<file path="src/rtl/spt_pkg.sv">
package spt_pkg;
  localparam int unsigned NUM_HALF = 2;

  typedef enum logic [1:0] {
    ACT_NONE   = 2'd0,
    ACT_NORMAL = 2'd1,
    ACT_NEW    = 2'd2,
    ACT_PAIR   = 2'd3
  } fill_act_e;
endpackage

</file>
<file path="src/rtl/spt_fill_ctrl.sv">
module spt_fill_ctrl
  import spt_pkg::*;
#(
  parameter int unsigned TAG_W    = 22,
  parameter int unsigned PRIV_W   = 2,
  localparam int unsigned PREFIX_W = TAG_W - PRIV_W
) (
  input  logic [NUM_HALF-1:0] valid_i,
  input  logic                width_i,
  input  logic [PREFIX_W-1:0] prefix_i,
  input  logic [TAG_W-1:0]    fill_tag_i,
  input  logic                fill_en_i,
  input  logic                fill_narrow_i,
  input  logic                inval_en_i,
  output logic                can_pair_o,
  output fill_act_e           act_o,
  output logic                free_half_o
);
  logic one_valid;
  logic prefix_eq;

  assign one_valid   = valid_i[0] ^ valid_i[1];
  assign prefix_eq   = (fill_tag_i[TAG_W-1:PRIV_W] == prefix_i);
  assign can_pair_o  = width_i & one_valid & prefix_eq;
  // free slot is the one not holding the single resident
  assign free_half_o = valid_i[0];

  always_comb begin
    act_o = ACT_NONE;
    if (fill_en_i && !inval_en_i) begin
      if (!fill_narrow_i)  act_o = ACT_NORMAL;
      else if (can_pair_o) act_o = ACT_PAIR;
      else                 act_o = ACT_NEW;
    end
  end
endmodule

</file>
<file path="src/rtl/spt_way_store.sv">
module spt_way_store
  import spt_pkg::*;
#(
  parameter int unsigned TAG_W    = 22,
  parameter int unsigned PRIV_W   = 2,
  localparam int unsigned PREFIX_W = TAG_W - PRIV_W
) (
  input  logic                clk_i,
  input  logic                rst_ni,
  input  fill_act_e           act_i,
  input  logic                free_half_i,
  input  logic [TAG_W-1:0]    fill_tag_i,
  input  logic                inval_en_i,
  input  logic [NUM_HALF-1:0] inval_mask_i,
  output logic [NUM_HALF-1:0] valid_o,
  output logic                width_o,
  output logic [PREFIX_W-1:0] prefix_o,
  output logic [NUM_HALF*PRIV_W-1:0] priv_o
);
  logic [NUM_HALF-1:0] valid_q;
  logic                width_q;
  logic [PREFIX_W-1:0] prefix_q;
  logic                evict;

  assign evict = (act_i == ACT_NORMAL) || (act_i == ACT_NEW);

  always_ff @(posedge clk_i or negedge rst_ni) begin
    if (!rst_ni) begin
      valid_q  <= '0;
      width_q  <= 1'b0;
      prefix_q <= '0;
    end else if (inval_en_i) begin
      valid_q  <= valid_q & ~inval_mask_i;
    end else if (evict) begin
      valid_q  <= {{(NUM_HALF-1){1'b0}}, 1'b1};
      width_q  <= (act_i == ACT_NEW);
      prefix_q <= fill_tag_i[TAG_W-1:PRIV_W];
    end else if (act_i == ACT_PAIR) begin
      valid_q[free_half_i] <= 1'b1;
    end
  end

  for (genvar h = 0; h < NUM_HALF; h++) begin : g_priv
    logic [PRIV_W-1:0] priv_q;
    logic              load;

    if (h == 0) begin : g_lo
      assign load = evict || ((act_i == ACT_PAIR) && !free_half_i);
    end else begin : g_hi
      assign load = (act_i == ACT_PAIR) && free_half_i;
    end

    always_ff @(posedge clk_i or negedge rst_ni) begin
      if (!rst_ni)                 priv_q <= '0;
      else if (!inval_en_i && load) priv_q <= fill_tag_i[PRIV_W-1:0];
    end

    assign priv_o[h*PRIV_W +: PRIV_W] = priv_q;
  end

  assign valid_o  = valid_q;
  assign width_o  = width_q;
  assign prefix_o = prefix_q;
endmodule

</file>
<file path="src/rtl/spt_half_cmp.sv">
module spt_half_cmp #(
  parameter int unsigned PRIV_W = 2
) (
  input  logic              valid_i,
  input  logic              prefix_eq_i,
  input  logic [PRIV_W-1:0] priv_i,
  input  logic [PRIV_W-1:0] look_lo_i,
  output logic              match_o
);
  assign match_o = valid_i & prefix_eq_i & (priv_i == look_lo_i);
endmodule

</file>
<file path="src/rtl/shared_prefix_tag_way.sv">
module shared_prefix_tag_way
  import spt_pkg::*;
#(
  parameter int unsigned TAG_W  = 22,
  parameter int unsigned PRIV_W = 2
) (
  input  logic              clk_i,
  input  logic              rst_ni,
  input  logic [TAG_W-1:0]  lookup_tag_i,
  output logic              hit_normal_o,
  output logic [1:0]        hit_half_o,
  input  logic              fill_en_i,
  input  logic              fill_narrow_i,
  input  logic [TAG_W-1:0]  fill_tag_i,
  output logic              can_pair_o,
  input  logic              inval_en_i,
  input  logic [1:0]        inval_mask_i
);
  localparam int unsigned PREFIX_W = TAG_W - PRIV_W;

  logic [NUM_HALF-1:0]        valid_q;
  logic                       width_q;
  logic [PREFIX_W-1:0]        prefix_q;
  logic [NUM_HALF*PRIV_W-1:0] priv_q;
  fill_act_e                  act;
  logic                       free_half;
  logic                       look_prefix_eq;
  logic [NUM_HALF-1:0]        raw_match;

  spt_fill_ctrl #(.TAG_W(TAG_W), .PRIV_W(PRIV_W)) u_ctrl (
    .valid_i       (valid_q),
    .width_i       (width_q),
    .prefix_i      (prefix_q),
    .fill_tag_i    (fill_tag_i),
    .fill_en_i     (fill_en_i),
    .fill_narrow_i (fill_narrow_i),
    .inval_en_i    (inval_en_i),
    .can_pair_o    (can_pair_o),
    .act_o         (act),
    .free_half_o   (free_half)
  );

  spt_way_store #(.TAG_W(TAG_W), .PRIV_W(PRIV_W)) u_store (
    .clk_i        (clk_i),
    .rst_ni       (rst_ni),
    .act_i        (act),
    .free_half_i  (free_half),
    .fill_tag_i   (fill_tag_i),
    .inval_en_i   (inval_en_i),
    .inval_mask_i (inval_mask_i),
    .valid_o      (valid_q),
    .width_o      (width_q),
    .prefix_o     (prefix_q),
    .priv_o       (priv_q)
  );

  assign look_prefix_eq = (lookup_tag_i[TAG_W-1:PRIV_W] == prefix_q);

  for (genvar h = 0; h < NUM_HALF; h++) begin : g_cmp
    spt_half_cmp #(.PRIV_W(PRIV_W)) u_cmp (
      .valid_i     (valid_q[h]),
      .prefix_eq_i (look_prefix_eq),
      .priv_i      (priv_q[h*PRIV_W +: PRIV_W]),
      .look_lo_i   (lookup_tag_i[PRIV_W-1:0]),
      .match_o     (raw_match[h])
    );
  end

  // one-block mode: half 0 slot plus prefix form the whole tag
  assign hit_normal_o = ~width_q & raw_match[0];
  assign hit_half_o   = width_q ? raw_match : 2'b00;
endmodule

</file>
<file path="config.mk">
export PLATFORM = sky130hd
export DESIGN_NAME = shared_prefix_tag_way
export DESIGN_NICKNAME = d
export VERILOG_FILES = /design/src/rtl/spt_pkg.sv /design/src/rtl/spt_fill_ctrl.sv /design/src/rtl/spt_way_store.sv /design/src/rtl/spt_half_cmp.sv /design/src/rtl/shared_prefix_tag_way.sv
export SDC_FILE = /design/constraint.sdc
export NUM_CORES = 1
export LEC_CHECK = 0
export BUFFER_PORTS_ARGS = -buffer_cell sky130_fd_sc_hd__buf_2
export CORE_ASPECT_RATIO = 1.25
export CORE_MARGIN = 5
export CORE_UTILIZATION = 40
export DETAILED_ROUTE_END_ITERATION = 12
export GPL_TIMING_DRIVEN = 0
export PLACE_DENSITY = 0.66
export SLEW_MARGIN = 10
export SYNTH_ARGS = -nofsm -noshare
export SYNTH_HDL_FRONTEND = slang
export SYNTH_SLANG_ARGS = --single-unit
</file>
<file path="constraint.sdc">
create_clock -name clk_i -period 4.73 [get_ports clk_i]
set_input_delay 0.7095 -clock clk_i [delete_from_list [all_inputs] [get_ports clk_i]]
set_output_delay 0.7095 -clock clk_i [all_outputs]
set_load 0.05 [all_outputs]
</file>
---- Word-level counts from Yosys, hierarchy flattened ----
Index checks and enable logic that the tools add are counted.
cells by class
  mux-type cells .......................... 9
  reduce and logical (&&, ||, !) cells .... 12
  equality and inequality tests ........... 7
  order comparisons ....................... 2
  bitwise gates (word level) .............. 13
operators with widths
  cell                count
  $eq 20x20->1        2
  $mux 2              6
  $and 1x1->1         7
  $logic_and 1x1->1   6
  $eq 2x2->1          2
  $eq 2x2->1 const B  2
  $reduce_bool 3->1   1
  $and 2x2->2         1
  $eq 2x1->1 const B  1
  $logic_not 1->1     2
  $logic_or 1x1->1    2
  $lt 1x2->1 const B  1
  $mux 1              2
  $not 1->1           2
  $not 2->2           1
  $or 2x2->2          1
  $reduce_and 2->1    1
  $demux 1 s1         1
  $ge 1x1->1 const B  1
  $xor 1x1->1         1
word-level totals
  word-level logic and storage cells ...... 48
  bits of input ports ..................... 51
  register bits ........................... 27
  output and inout port bits .............. 4

---- Longest topological paths before layout ----
Gate-level depths: netlist (run 1).
  depth in word-level cells ............... 10
  mapped depth ............................ 10
  gate-level depth less buffers ........... 9

---- Hierarchy ----
From an unflattened synthesis (run 1), not the netlist that was laid out.
second synthesis, totals
  cell total of the unflattened synthesis .. 149
  area, all modules ....................... 1801.7 sq um
by module, submodules not included
  module                 instances  seq. area each (sq um)  cells each  area an instance (sq um)
  spt_way_store          1          675.6                   68          1161.1
  spt_fill_ctrl          1          0.0                     43          337.8
  shared_prefix_tag_way  1          0.0                     30          240.2
  spt_half_cmp           2          0.0                     4           31.3

---- Worst setup path after synthesis (run 1) ----
Ideal clock, no wire load.
  path kind ............................... input to output
  start point ............................. in fill_tag_i[17]
  end point ............................... out can_pair_o
  setup slack ............................. 1.175 ns
  stages on the path ...................... 4
  data arrival time ....................... 2.846 ns
  required time ........................... 4.021 ns
  buffers on the path ..................... 0
  cells stage by stage .................... xnor2_1 nand2_1 or3b_1 nor4_1
between the ends
  cells in the longest elaborated chain, start to end .. 2
ends and longest elaborated chain
  element             line                         source
  start: declaration  shared_prefix_tag_way.sv:14  input logic [TAG_W-1:0] fill_tag_i,
  $eq 20x20->1        spt_fill_ctrl.sv:23          assign prefix_eq = (fill_tag_i[TAG_W-1:PRIV_W] == prefix_i);
  $and 1x1->1         spt_fill_ctrl.sv:24          assign can_pair_o = width_i & one_valid & prefix_eq;
  end: declaration    shared_prefix_tag_way.sv:15  output logic can_pair_o,
Every way passes these cells.

---- Worst setup path in the final report (run 1) ----
  start point ............................. in fill_tag_i[14]
  end point ............................... reg u_store.prefix_q[18], in the netlist u_store.prefix_o[18]
between the ends
  cells in the longest elaborated chain, start to end .. 8
  elaborated cells between the ends (all ways) .. 9
  classes of those cells .................. eq/ne (3); mux (3); bitwise (1); reduce/logical (2)
ends and longest elaborated chain
  element                                          line                 source
  $eq 20x20->1 *                                   spt_fill_ctrl.sv:23
  $and 1x1->1 *                                    spt_fill_ctrl.sv:24
  $mux 1 *                                         spt_fill_ctrl.sv:32  else if (can_pair_o) act_o = ACT_PAIR;
  $mux 2 *                                         spt_fill_ctrl.sv:31  if (!fill_narrow_i) act_o = ACT_NORMAL;
  $mux 2 *                                         spt_fill_ctrl.sv:30  if (fill_en_i && !inval_en_i) begin
  $eq 2x1->1 / $eq 2x2->1 (equally long branches)  spt_way_store.sv:25  assign evict = (act_i == ACT_NORMAL) || (act_i == ACT_NEW);
  $logic_or 1x1->1 *                               spt_way_store.sv:25
  $reduce_and 2->1 (no line) *                     -
  end signal: assignment                           spt_way_store.sv:37  prefix_q <= fill_tag_i[TAG_W-1:PRIV_W];
  end: declaration                                 spt_way_store.sv:22  logic [PREFIX_W-1:0] prefix_q;
Mark *: on every way between the ends. The rest lies on a longest branch, timed or not.
A chain may end at the register's enable or synchronous reset.

==> results of run 1 <==
==> layout by cell type (no fill, tap or decap) <==
| cell type | count |
|---|---|
| sky130_fd_sc_hd__nor3_1 | 2 |
| sky130_fd_sc_hd__nand3_1 | 2 |
| sky130_fd_sc_hd__xor2_1 | 37 |
| sky130_fd_sc_hd__or4_4 | 1 |
| sky130_fd_sc_hd__nor2_1 | 4 |
| sky130_fd_sc_hd__nor2b_1 | 1 |
| sky130_fd_sc_hd__nand2_1 | 5 |
| sky130_fd_sc_hd__o21ai_0 | 2 |
| sky130_fd_sc_hd__mux2_2 | 18 |
| sky130_fd_sc_hd__mux2_1 | 6 |
| sky130_fd_sc_hd__dfrtp_1 | 27 |
| sky130_fd_sc_hd__clkinv_2 | 1 |
| sky130_fd_sc_hd__o22ai_1 | 1 |
| sky130_fd_sc_hd__clkbuf_8 | 3 |
| sky130_fd_sc_hd__or4_1 | 1 |
| sky130_fd_sc_hd__inv_1 | 4 |
| sky130_fd_sc_hd__a211o_1 | 1 |
| sky130_fd_sc_hd__nand2b_1 | 1 |
| sky130_fd_sc_hd__nand3b_1 | 1 |
| sky130_fd_sc_hd__nor4b_4 | 1 |
| sky130_fd_sc_hd__ha_1 | 3 |
| sky130_fd_sc_hd__a31oi_1 | 1 |
| sky130_fd_sc_hd__nor4_1 | 13 |
| sky130_fd_sc_hd__a21oi_1 | 1 |
| sky130_fd_sc_hd__or3b_1 | 1 |
| sky130_fd_sc_hd__o31a_1 | 1 |
| sky130_fd_sc_hd__nor4b_1 | 1 |
| sky130_fd_sc_hd__buf_2 | 56 |
| sky130_fd_sc_hd__xnor2_1 | 7 |
| sky130_fd_sc_hd__nand4_1 | 2 |
| sky130_fd_sc_hd__a31o_1 | 1 |
==> final cells by class <==
| type | instances | area share [%] |
|---|---|---|
| plain buffers | 2 | 0.485 |
| clock buffers | 3 | 2.00 |
| clock inverters | 1 | 0.243 |
| inverters | 4 | 0.728 |
| multi-input cells | 115 | 47.3 |
| flip-flops and latches | 27 | 32.8 |
| well taps | 56 | 3.40 |
| repair buffers | 54 | 13.1 |
==> kinds of logic after synthesis <==
family / after synthesis / synth area share [%]
buffers and inverters: 6 / 1.49
DFF: 27 / 40.3
xor gates and xnor gates: 44 / 23.0
adders and majority gates: 3 / 2.24
muxes: 24 / 16.1
AOI/OAI and AO/OA: 8 / 3.21
and+or+nand+nor: 36 / 13.6
==> metrics by stage <==
stage / instances / cell area [sq um] / hold slack [ps] / power [uW] / util (%)
after floorplan: 148 / 1680 / 414 / 482 / -
after global placement: 258 / 2020 / 509 / 544 / 49.6
after detailed placement: 258 / 2020 / 516 / 552 / 49.6
after CTS: 262 / 2060 / 446 / 687 / 50.7
after global routing: 262 / 2060 / 474 / 724 / 50.7
final: 262 / 2060 / 427 / 678 / 50.7
==> worst reg2reg max path, stage by stage (launching register included) <==
cell	delay, ps
sky130_fd_sc_hd__dfrtp_1	420
sky130_fd_sc_hd__xor2_1	190
sky130_fd_sc_hd__or4_1	530
sky130_fd_sc_hd__nor4_1	370
sky130_fd_sc_hd__a31o_1	220
sky130_fd_sc_hd__ha_1	180
sky130_fd_sc_hd__nor2b_1	290
sky130_fd_sc_hd__buf_2	330
sky130_fd_sc_hd__mux2_2	360
==> power groups by stage <==
stage	combinational [uW]	sequential [uW]	clock [uW]
after floorplan	153	329	0
after global routing	234	343	147
after detailed placement	212	340	0
after CTS	213	335	139
after global placement	207	337	0
final	209	335	135
==> worst paths after layout <==
check	to	slack (ps)
min in group clk_i	u_store.g_priv[1].priv_q[1]	530
hold reg to reg	u_store.g_priv[1].priv_q[1]	530
setup / recovery	u_store.prefix_o[18]	1640
setup reg to reg	u_store.prefix_o[18]	1730
hold / removal	u_store.prefix_o[8]	430
max in group asynchronous	u_store.valid_o[1]	3900
==> sequential cells by signal (all words and copies together), names as in the netlist <==
register / cells
u_store.valid_o: 2
u_store.g_priv.priv_q: 4
u_store.prefix_o: 20
u_store.width_o: 1
==> metal layers <==
layer | track usage (%) | wire [microns] | vias to the layer above
li1 | - | - | 645
met1 | 17.9 | 1580 | 598
met3 | 2.57 | 217 | 5
met2 | 24.6 | 1840 | 36
met4 | 4.17 | 40 | 0
met5 | 0 | 0 | -
==> results, run 1 <==
- The area of the multi-input gates is 975 sq um.
- The transition time at the pin with the least slew margin is 606 ps.
- The total of cells resized after clock tree synthesis is 0.
- The sink count of the clock tree is 27.
- The width of the die is 67.9 microns.
- The port buffer count is 54.
- The worst setup path is captured at a flop.
- The worst path needs 3090 ps of the cycle, external delays included.
- The cell with the largest stage delay on the worst path is sky130_fd_sc_hd__or4_1.
- Registers are responsible for 49.3% of the overall power.
- Counting the buffers created by CTS gives 3.
- The net count of the finished layout is 261.
- The core region is 4070 sq um.
- In this run, synthesis inferred 0 flip-flops with an integrated enable.
- The commonest cells after synthesis are sky130_fd_sc_hd__xor2_1 (37), sky130_fd_sc_hd__dfrtp_1 (27), sky130_fd_sc_hd__mux2_2 (18), sky130_fd_sc_hd__nor4_1 (13), sky130_fd_sc_hd__xnor2_1 (7).
- Based on the critical path, the design can be clocked at up to 324 MHz.
- The half-perimeter wire length of the detailed placement result is 3040 microns.
- Traced cell by cell, the critical path runs through buf_2 > xor2_1 > or4_1 > nor4_1 > a31o_1 > ha_1 > nor2b_1 > buf_2 > mux2_2.
- The number of antenna diodes is 0.
- The clock transition at the registers of the reported paths is 100 ps.
- The vias after detailed routing is 1,284.
- The TritonCTS clock tree is done.
- The tightest min-delay check is of the input port to async pin type.
- The clock share of power is 19.8%.
- The first detailed-routing pass ran for 3 iterations.
- The number of antenna-violating nets in the routed design is 0.
- Buffers inserted to repair hold after CTS numbered 0.
- For this configuration, the core starts out at a cell density of 41.2%.
- The switching power is 222 uW.
- The number of setup violations in the final report is 0.
- The endpoint arrival time on the critical path is 3250 ps.
- The worst path uses 65.3% of the clock period.
- The cell family contributing the most delay on the critical path is simple AND/OR/NAND/NOR gates.
- The global-route usage over all layers is 14.2%.
- After synthesis, the cell types taking the most area are sky130_fd_sc_hd__dfrtp_1 (40%), sky130_fd_sc_hd__xor2_1 (19%), sky130_fd_sc_hd__mux2_2 (12%), sky130_fd_sc_hd__nor4_1 (4.9%), sky130_fd_sc_hd__mux2_1 (4.0%).
- The tree is rooted in a sky130_fd_sc_hd__clkbuf_8.
- The cell area power density is 329 nW/um^2.
- The cell that appears most often on the critical path is sky130_fd_sc_hd__buf_2.
- Setup repair after global routing left no endpoint under its margin.
- The average cell area after synthesis is 11.3 sq um.
- The overall overflow remaining after global route is 0.
- Entering global routing, the biggest net connects 28 pins.
- The proportion of power drawn by combinational gates is 30.8%.
- The Yosys step of the flow raised 0 warnings.
- After detailed routing, the average wire length per cell comes to 14.0 microns.
- The setup TNS after final layout is 0 ps.
- Net switching is 32.7% of the power.
- Counting flops with an async set or reset pin after synthesis yields a share of 100%.
- The tool flagged a number of max-cap violations equal to 0.
- The type of the worst setup path is input port to flop.
- The normalized max-slew margin is 59.6%.
- VDD sags by at most 0.000177 V.
- The number of cells on the critical path is 9.
- Between clock sinks in the finished design, the worst skew comes to 4.70 ps.
- The leakage component of the power is 0.000941 uW.
- The net count after synthesis is 202.
- The mapped cell area is 1680 sq um.
- The worst setup path startpoint is fill_tag_i[14].
- The source-to-sink clock delay at the later pin of the worst-skew pair is 280 ps.
- Synthesis handed over a netlist of 148 instances.
- The run finished with clean final reports.
- The number of cells on the worst reg-to-reg path is 8.
- STA classifies the critical path startpoint as an input port.
- In the routed design, unresolved DRC markers number 0.
- The area taken by flip-flops and latches is 676 sq um.
- The startpoint identified for the worst register-to-register timing path is u_store.prefix_o[12].
- The max-slew violation count is 0.
- The die area is 5590 sq um.
- The area added between synthesis and finish is 23.1%.
- The number of failing hold endpoints at the final stage is 0.
- The pre-CTS worst setup slack is 1300 ps.
- Among all flip-flop cells after synthesis, the most frequent one is sky130_fd_sc_hd__dfrtp_1.
- The worst-case clock buffer depth is 2.
- The initial antenna violation count came to 0.
- sky130_fd_sc_hd__dfrtp_1 takes more of the synthesized area than any other cell.
- The buffering stage count on the worst path with inverters included is 2.
- The post-CTS setup buffer count is 0.
- The first global-routing pass estimated 5940 microns of wire.
- The internal power is 456 uW.
- Sequential cells were found to cover 40.3% of the synthesized design area.
- The total number of placement rows is 26.
- At the end of routability-driven placement, the weighted congestion stood at 0.814.
- The floorplan die height is 82.4 microns.
- The count of cell types in the netlist is 29.
- Synthesis inferred 27 register bits.
- The total number of H-tree levels is 1.
- The number of fill cells is 403.
- Among all cell types in the netlist, the one instantiated most often is sky130_fd_sc_hd__xor2_1.
- The via count of the first global-routing pass was 1,305.
- On the worst path, the slowest cell contributes a delay of 530 ps.
- The via density per instance is 4.90.
- For this design the top-level I/O count stands at 55.
- After the first detailed-routing iteration, the DRC count stood at 28.
- The fraction of synthesized cell area taken by the top area cell type is 40.3%.
- Cells with a size suffix above 1 make up 38.8% of the layout.
- The worst endpoint required time is 4900 ps.
- The largest fanout on the critical path is 10.
- The overall routed net length is 3680 microns.
- Across all setup checks in the final design, the least slack found is 1640 ps.
Power figures use the tool's default switching activity.
==> run 2, diff against run 1 <==
- ABC_AREA: not set -> 1
- clock period: 4.73 -> 2.8 ns (I/O delays scaled with it)
==> run 2 against run 1 <==
  * Synthesized cell count rose by 110%
  * First-iteration DRC count rose by 120%
  * Power rose by 80%
  * Design area rose by 16%
  * Sequential power rose by 65%
  * Hold slack got worse by 290 ps
  * Critical endpoint is now u_store.prefix_o[15]
  * Largest power group unchanged
==> results, run 2 <==
- The run finished with clean final reports.
- The gate count of the mapped netlist is 309 (+110%).
- The detail-routed net length per standard cell is 11.9 microns (-15%).
- The global routing usage on met1 is 19.9% (+2.0 points).
- The transition time at the pin with the least slew margin is 652 ps (+45.2 ps).
- The proportion of register bits with asynchronous set or reset after synthesis is 100% (unchanged).
- The average cell area after synthesis was 6.44 sq um (-43%).
- The net count after synthesis was 363 (+80%).
- The count of cell types in the netlist is 27 (-6.9%).
- The port buffer count is 54 (unchanged).
- The number of maximum-capacitance violations is 0 (unchanged).
- The number of antenna diodes is 0 (unchanged).
- The met3 track demand over resource in global routing came to 2.73% (+0.16 points).
- The clock transition at the registers of the reported paths is 110 ps (about the same).
- The max-slew violation count was 0 (unchanged).
- The library cell used most frequently in the layout, excluding fill and tap cells, is sky130_fd_sc_hd__nand2_1.
- The leakage component of the power is 0.00131 uW (+40%).
- TritonCTS built the clock tree.
- The number of search-and-repair iterations in the first detailed-routing pass is 4 (+1).
- The initial antenna violation count is 0 (unchanged).
- The number of nets in the layout came to 422 (+62%).
- The worst path uses 90.5% of the clock period.
- The pin count of the biggest net entering global routing is 28 (unchanged).
- The vias after detailed routing is 1,965 (+53%).
- The die area is 6490 sq um (+16%).
- The number of setup violations in the final report is 0 (unchanged).
- The global-route usage over all layers is 16.6% (+2.4 points).
- The first-pass GRT wire length is 8310 microns (+40%).
- The launching element type of the critical path is a flop.
- The total I/O pin count is 55 (unchanged).
- The initial cell density of the core came to 41.8% (+0.55 points).
- Setup repair after global routing left no endpoint under its margin.
- Subtracting the final worst setup slack from the clock period gives 2530 ps.
- The overall overflow remaining after global route came to 0 (unchanged).
- The count of flip-flops with a built-in enable after synthesis is 0 (unchanged).
- The number of antenna-violating nets in the routed design is 0 (unchanged).
- Yosys attributes the largest share of cell area to sky130_fd_sc_hd__dfrtp_1 (34%), sky130_fd_sc_hd__nand2_1 (22%), sky130_fd_sc_hd__inv_1 (8.5%), sky130_fd_sc_hd__o21ai_0 (6.8%), sky130_fd_sc_hd__xnor2_1 (6.2%).
- The worst-case clock buffer depth is 2 (unchanged).
- The number of synthesized register bits is 27 (unchanged).
- The total number of H-tree levels is 1 (unchanged).
- The flip-flop count of the largest register after layout was 20 (unchanged).
- The width of the die is 73.1 microns (+7.6%).
- The normalized max-slew margin is 56.6% (-3.0 points).
- The most used flip-flop cell after synthesis is sky130_fd_sc_hd__dfrtp_1.
- The fraction of synthesized cell area taken by the top area cell type is 34.0% (-6.4 points).
- The total clock buffers created by CTS is 3 (unchanged).
- The sequential fraction of the synthesis area came to 34.0% (-6.4 points).
- The area of the core came to 4760 sq um (+17%).
- The post-route clock skew came to 8.60 ps (+3.90 ps).
- The length in cells of the worst reg-to-reg path is 13 (+5).
- The total of cells resized after clock tree synthesis is 0 (unchanged).
- The post-CTS setup buffer count is 0 (unchanged).
- The worst endpoint required time is 2960 ps (-1940 ps).
- The area growth from synthesis to layout is 19.8%.
- The fraction of layout cells with a size suffix above 1 came to 22.3% (-16 points).
- The cell area power density is 513 nW/um^2 (+56%).
- The met2 routing resource usage after global routing is 29.6% (+5.0 points).
- The largest fanout on the critical path came to 10 (unchanged).
- In this run the clock root is driven by a sky130_fd_sc_hd__clkbuf_8.
- The total number of placement rows is 28 (+7.7%).
- The initial detailed-routing violation count came to 62 (+120%).
- The floorplan die height was 88.8 microns (+7.9%).
- The source-to-sink clock delay at the later pin of the worst-skew pair is 290 ps (about the same).
- The class of the tightest hold or removal check is input port to async pin.
- The cts-stage hold buffer count came to 0 (unchanged).
- The overall routed net length is 5090 microns (+38%).
- The via count of the first global-routing pass is 1,911 (+46%).
- The most repeated cell in the gate-level netlist after synthesis is sky130_fd_sc_hd__nand2_1.
- The setup TNS after final layout is 0 ps (unchanged).
- The mapped cell area came to 1990 sq um (+19%).
- The type of the worst setup path is flop to flop.
- The number of failing hold endpoints at the final stage came to 0 (unchanged).
- The overall power consumption was 1220 uW (+80%).
- After global routing, the most crowded layer is met2.
- The final routed DRC violation total is 0 (unchanged).
- The worst supply voltage drop on vdd came to 0.000211 V (+19%).
- The yosys synthesis warning count came to 0 (unchanged).
- The cell type with the largest total area after synthesis is sky130_fd_sc_hd__dfrtp_1.
- The sink count of the clock tree is 27 (unchanged).
- The half-perimeter wire length of the detailed placement result came to 4160 microns (+37%).
- The via density per instance is 4.60 (-6.1%).
- In the layout the commonest cells are sky130_fd_sc_hd__nand2_1 (117), sky130_fd_sc_hd__buf_2 (54), sky130_fd_sc_hd__inv_1 (45).
- The worst setup path is captured at a flop.
- The endpoint arrival time on the critical path came to 2690 ps (-560 ps).
- The global placer's final weighted congestion is 0.829 (+1.8%).
- Sorting the synthesized cells by how often they occur yields sky130_fd_sc_hd__nand2_1 (117), sky130_fd_sc_hd__inv_1 (45), sky130_fd_sc_hd__nor2_1 (28), sky130_fd_sc_hd__dfrtp_1 (27), sky130_fd_sc_hd__o21ai_0 (27).
- Derived from the worst setup path, the maximum achievable clock frequency is 395 MHz.
run 2: critical path, stage by stage, from the launching register on:
cell                       delay (ps)
sky130_fd_sc_hd__dfrtp_1          410
sky130_fd_sc_hd__inv_1             80
sky130_fd_sc_hd__ha_1             290
sky130_fd_sc_hd__nand2_1           90
sky130_fd_sc_hd__nor2_1           110
sky130_fd_sc_hd__nand3_1          100
sky130_fd_sc_hd__nor2_2           130
sky130_fd_sc_hd__nand3_2          110
sky130_fd_sc_hd__a21oi_2          130
sky130_fd_sc_hd__ha_1             170
sky130_fd_sc_hd__inv_1             50
sky130_fd_sc_hd__nor2_2           130
sky130_fd_sc_hd__clkbuf_1         430
sky130_fd_sc_hd__o21ai_0          170
run 2: logic make-up (layout without fill, tap and decap cells):
family                   Yosys count  in the layout  synth area share [%]
flip-flops                        27             27                  34.0
buffers and inverters             58            116                  11.5
AO/OA/AOI/OAI                     32             32                  8.87
AND/OR/NAND/NOR                  170            170                  35.4
XOR/XNOR                          19             19                  8.36
adder cells (fa/ha/maj)            3              3                  1.89
run 2: worst paths after layout:
kind | startpoint | endpoint | slack, ps
setup reg to reg | u_store.valid_o[0] | u_store.prefix_o[15] | 270
setup / recovery | u_store.valid_o[0] | u_store.prefix_o[15] | 270
max in group asynchronous | rst_ni | u_store.prefix_o[4] | 2220
hold reg to reg | u_store.g_priv[0].priv_q[1] | u_store.g_priv[0].priv_q[1] | 520
min in group clk_i | fill_tag_i[14] | u_store.prefix_o[12] | 360
hold / removal | rst_ni | u_store.g_priv[1].priv_q[1] | 140
run 2: cell type report:
type	count	area (sq um)
multi-input cells	224	1080
well taps	60	75.1
inverters	54	203
clock inverters	1	7.51
plain buffers	4	26.3
clock buffers	3	41.3
flip-flops and latches	27	676
fillers	517	2380
repair buffers	54	270
run 2: metal layers:
metal / share of wire, % / vias up
li1: - / 1048
met1: 42 / 867
met2: 50 / 42
met3: 5.5 / 8
met4: 1.7 / 0
met5: 0 / -
run 2: per-stage QoR:
stage	worst slack, ps	instances	utilization (%)	area, sq um	hold WS [ps]
after floorplan	631	309	-	1990	124
after global placement	228	423	49.0	2330	481
after detailed placement	263	423	49.0	2330	488
after CTS	232	427	50.0	2380	169
after global routing	47.2	427	50.0	2380	186
final	267	427	50.0	2380	141
run 2: power by group:
part	switching [uW]	internal [uW]
logic	247	181
registers	80.2	472
clock network	141	102
